===== src/rtl/pipe_hazard_ctl.sv =====
module pipe_hazard_ctl #(
  parameter int RW = 5
) (
  input  logic          clk,
  input  logic          rst_n,
  input  logic          cfg_delay_slot,
  input  logic          if_valid,
  input  logic [RW-1:0] if_rs1,
  input  logic [RW-1:0] if_rs2,
  input  logic [RW-1:0] if_rd,
  input  logic          if_wen,
  input  logic          if_load,
  input  logic          if_branch,
  input  logic          if_br_ne,
  input  logic          id_cond_zero,
  output logic [1:0]    fwd_a,
  output logic [1:0]    fwd_b,
  output logic          stall,
  output logic          redirect,
  output logic          squash,
  output logic          id_valid,
  output logic          ex_valid
);

  typedef struct packed {
    logic          vld;
    logic [RW-1:0] rs1;
    logic [RW-1:0] rs2;
    logic [RW-1:0] rd;
    logic          wen;
    logic          ld;
    logic          br;
    logic          ne;
  } slot_t;

  localparam slot_t EMPTY = '0;

  slot_t fetched, ifid, idex, exmem, memwb;

  assign fetched = '{vld: if_valid, rs1: if_rs1, rs2: if_rs2, rd: if_rd,
                     wen: if_wen, ld: if_load, br: if_branch, ne: if_br_ne};

  function automatic logic writes(input slot_t s, input logic [RW-1:0] r);
    return s.vld && s.wen && (s.rd != '0) && (s.rd == r);
  endfunction

  function automatic logic [1:0] pick(input logic [RW-1:0] src, input slot_t m, input slot_t w);
    if (writes(m, src)) return 2'b10;
    if (writes(w, src)) return 2'b01;
    return 2'b00;
  endfunction

  logic taken;

  assign fwd_a = idex.vld ? pick(idex.rs1, exmem, memwb) : 2'b00;
  assign fwd_b = idex.vld ? pick(idex.rs2, exmem, memwb) : 2'b00;

  assign stall = ifid.vld && idex.ld &&
                 (writes(idex, ifid.rs1) || writes(idex, ifid.rs2));

  assign taken    = ifid.ne ? !id_cond_zero : id_cond_zero;
  assign redirect = ifid.vld && ifid.br && taken && !stall;
  assign squash   = redirect && !cfg_delay_slot;

  assign id_valid = ifid.vld;
  assign ex_valid = idex.vld;

  always_ff @(posedge clk) begin
    if (!rst_n) begin
      ifid  <= EMPTY;
      idex  <= EMPTY;
      exmem <= EMPTY;
      memwb <= EMPTY;
    end else begin
      if (!stall) ifid <= squash ? EMPTY : fetched;
      idex  <= stall ? EMPTY : ifid;
      exmem <= idex;
      memwb <= exmem;
    end
  end

  assert_bubble_after_stall_R6: assert property (@(posedge clk) disable iff (!rst_n)
    stall |=> !ex_valid);

  assert_decode_held_R6: assert property (@(posedge clk) disable iff (!rst_n)
    stall |=> $stable(ifid));

  assert_no_load_bypass_R6: assert property (@(posedge clk) disable iff (!rst_n)
    (fwd_a == 2'b10 || fwd_b == 2'b10) |-> !exmem.ld);

  assert_zero_reg_a_R4: assert property (@(posedge clk) disable iff (!rst_n)
    (fwd_a != 2'b00) |-> (idex.rs1 != '0));

  assert_zero_reg_b_R4: assert property (@(posedge clk) disable iff (!rst_n)
    (fwd_b != 2'b00) |-> (idex.rs2 != '0));

  assert_sel_legal_R3: assert property (@(posedge clk) disable iff (!rst_n)
    (fwd_a != 2'b11) && (fwd_b != 2'b11));

  assert_squash_empties_R8: assert property (@(posedge clk) disable iff (!rst_n)
    squash |=> !id_valid);

  assert_delay_slot_kept_R9: assert property (@(posedge clk) disable iff (!rst_n)
    (redirect && cfg_delay_slot && if_valid) |=> id_valid);

  assert_no_redirect_in_stall_R11: assert property (@(posedge clk) disable iff (!rst_n)
    stall |-> !redirect);

endmodule


===== config.mk =====
export PLATFORM = sky130hd
export DESIGN_NAME = pipe_hazard_ctl
export DESIGN_NICKNAME = d
export VERILOG_FILES = /design/src/rtl/pipe_hazard_ctl.sv
export SDC_FILE = /design/constraint.sdc
export NUM_CORES = 1
export LEC_CHECK = 0
export BUFFER_PORTS_ARGS = -buffer_cell sky130_fd_sc_hd__buf_2
export CAP_MARGIN = 20
export CORE_ASPECT_RATIO = 1.25
export CORE_UTILIZATION = 50
export DETAILED_ROUTE_END_ITERATION = 10
export PLACE_DENSITY = 0.73
export SLEW_MARGIN = 20
export SYNTH_ARGS = -nofsm -noshare
export SYNTH_HDL_FRONTEND = slang
export SYNTH_SLANG_ARGS = --single-unit

===== constraint.sdc =====
create_clock -name clk -period 1.4 [get_ports clk]
set_clock_uncertainty 0.1 [all_clocks]
set_input_delay 0.07 -clock clk [delete_from_list [all_inputs] [get_ports clk]]
set_output_delay 0.07 -clock clk [all_outputs]
set_load 0.01 [all_outputs]

==> results.md <==
- Outcome: finished with violations
- Failing checks: negative setup slack
- Max frequency: a little over 0.5 GHz
- CP Capture Type: output pin
- Io pins: 33
- Layout cells sized above 1: 0.419
- Pin count of the biggest net entering global routing: 26
- CTS tree: yes
- Min-delay src: rst_n
- RSZ-0062 raised after global routing: true
- Via density: between 5 and 6
- Slew @ Worst Pin: between 0.3 and 0.4 ns
- Max clock buf depth: 2
- Crit path from: exmem[5]
- Final HPWL DP: between 2 and 3 mm
- Final hold vios: 0
- First-pass GRT wire length: around 8.7 mm
- # nets final: approximately 330
- Total GRT Usage: 0.278
- Mean area per synthesized cell: a little under 10 µm²
- R2r startpoint: idex[6]
- Worst Hold Class: in -> reg
- CTS sink count: between 50 and 60
- CP max stage cell: or4_4
- Reg-to-reg endpoint: ifid[0]
- PortBufs: 32
- Final ANT Viol Nets: 0
- # DRC: 0
- MaxCap Viol Count: 0
- Crit start category: flip-flop
- Chip width: 60.3 µm
- Worst-path clk slew: approximately 0.090 ns
- Initial antenna violation count: 0
- Drt pass-1 iters: 4
- Most frequent cells in the layout: dfxtp_1, nand2_1, buf_2
- Slew Limit Fails: 0
- Die span in y: approximately 75 µm
- Final period utilization: 1.41
- Crit path buf inv count: 1
- Synth Cell Area: about 2100 µm²
- Tmin final: 1.97 ns
- Syn nets: 239
- R2R setup slack: -0.50 ns
- Peak supply drop: 0.000823 V
- Unique masters post-synth: 27
- Cell family with most CP delay: simple AND/OR/NAND/NOR gates
- Commonest non-fill, non-tap cell in the layout: dfxtp_1
- Routed wire length: 6.41 mm
- Initial Util: 0.522
- H-tree levels: 2
- Critical path class: reg -> out
- CP arrival: 1.80 ns
- Placer Congestion: between 0.8 and 0.9
- CTS Buf Count: 5
- CP Depth: 5
- Yosys reg bits: 52
- Worst-Skew Late Latency: about 0.32 ns
- Max stage delay on crit path: around 0.57 ns
- Dpl ws: -0.259 ns
- FP Rows: 26
- Setup Viol. Count Final: 45
- PnR worst setup slack: -0.569 ns
- Gr ovfl total: 0
- Worst Reg-to-Reg Cells: 9
- Cells after synthesis: approximately 220
- Required @ worst endpoint: about 1.2 ns
- DR iter-0 viols: 42
- Seq/Total Area, Yosys: 0.490
- ANT cells: 0
- Post-Layout Cell Count: 364
- Pwr dens: ~860 nW/µm²
- Via count: around 1900
- Power Total: roughly 2800 µW
- Worst-path cell chain: or4_4 > o211ai_4 > nor4_2 > and2_1 > buf_2
- CP Capture Point: fwd_a[1]
- Vias in the first global route: 1936
- Max-slew headroom: 0.777
- Warnings, synthesis: 0
- P&R area growth vs syn: 55.7%
- LEAKAGE: between 0.0015 and 0.002 µW
- Clk root buf: clkbuf_8
- Die outline area: about 4500 µm²
- WL/cell: about 18 µm
- Core area: ~4100 µm²
- Placed Instances: 322
- CP Max Fanout: 2
## kinds of logic after synthesis
| logic type | Yosys count | share of synthesized area |
|---|---|---|
| AOI/OAI and AO/OA | 5 | 0.0200 |
| muxes | 19 | 0.0895 |
| xor gates and xnor gates | 31 | 0.128 |
| buffers and inverters | 12 | 0.0342 |
| and+or+nand+nor | 96 | 0.239 |
| DFF | 52 | 0.490 |
## worst register-to-register path, delay by kind of cell (launching register included)
kind	cells	cell delay [ns]
AO/OA/AOI/OAI	1	0.07
buffers and inverters	4	0.48
XOR/XNOR	1	0.17
multiplexers	1	0.18
flip-flops	1	0.38
AND/OR/NAND/NOR	2	0.41
## flip-flops by register name, indices dropped and copies added (netlist names)
signal    count
ifid         19
idex         17
exmem         7
memwb         7
ex_valid      1
id_valid      1
## cell usage after synthesis (all sizes together)
master | n | area [µm²]
dfxtp | 52 | 1040
nor3 | 7 | 50.1
nand3 | 6 | 30.0
nor2 | 1 | 3.75
a21oi | 1 | 5.00
clkbuf | 5 | 18.8
a21boi | 1 | 7.51
and4 | 1 | 8.76
nand4 | 1 | 6.26
and2 | 17 | 106
inv | 1 | 3.75
xor2 | 15 | 131
and3 | 11 | 68.8
or4 | 2 | 15.0
o211ai | 1 | 12.5
nand4b | 1 | 8.76
nor2b | 8 | 50.1
o21ai | 1 | 8.76
o2111ai | 1 | 8.76
xnor2 | 16 | 140
nor4 | 2 | 12.5
mux2i | 19 | 190
nand2 | 39 | 146
buf | 6 | 50.0
## worst min path at each step
stage               cells after the start  endpoint  slack (ns)
floorplan                               2   ifid[1]        0.11
global placement                        3   ifid[2]        0.22
detailed placement                      3   ifid[4]        0.22
CTS                                     4  ifid[16]        0.14
global route                            4   idex[6]        0.17
finish                                  4  ifid[18]        0.16
## where the power goes
group	total (µW)	switching [µW]	internal (µW)	leakage [µW]
registers	1600	61.0	1540	0.000432
logic	430	193	237	0.00112
clock network	817	476	341	0.0000410
## metal layers
metal	up-vias	GRT usage	routed length (µm)	share of wire
met4	0	0.165	255	0.040
met3	25	0.0653	256	0.040
met5	-	0	0	0
met1	915	0.277	2250	0.35
li1	889	-	-	-
met2	66	0.512	3650	0.57
## cell type report
class                   instances  area [µm²]
fillers                       232         759
inverters                       1        3.75
flip-flops and latches         52        1060
multi-input cells             152        1270
clock inverters                 1        5.00
repair buffers                 96         821
well taps                      56        70.1
clock buffers                   6        72.6
## stage by stage
step	setup TNS [ns]	cell area, µm²	hold WS (ns)	utilization
final	-18.09	3310	0.157	0.813
after global routing	-21.26	3310	0.170	0.813
after CTS	-11.90	3210	0.145	0.789
after detailed placement	-8.20	2540	0.223	0.625
after global placement	-6.54	2540	0.217	0.625
after floorplan	-0.114	2140	0.112	-
## what timing repair did
| action | CTS | global route |
|---|---|---|
| hold buffers | 20 | 0 |
| setup buffers | 12 | 5 |
| pin swaps | 12 | 15 |
| hold endpoints to repair | 20 | 0 |
| gates resized for setup | 48 | 28 |
| cloned | 3 | 0 |
| setup endpoints to repair | 45 | 45 |
(Power assumes the default switching activity.)
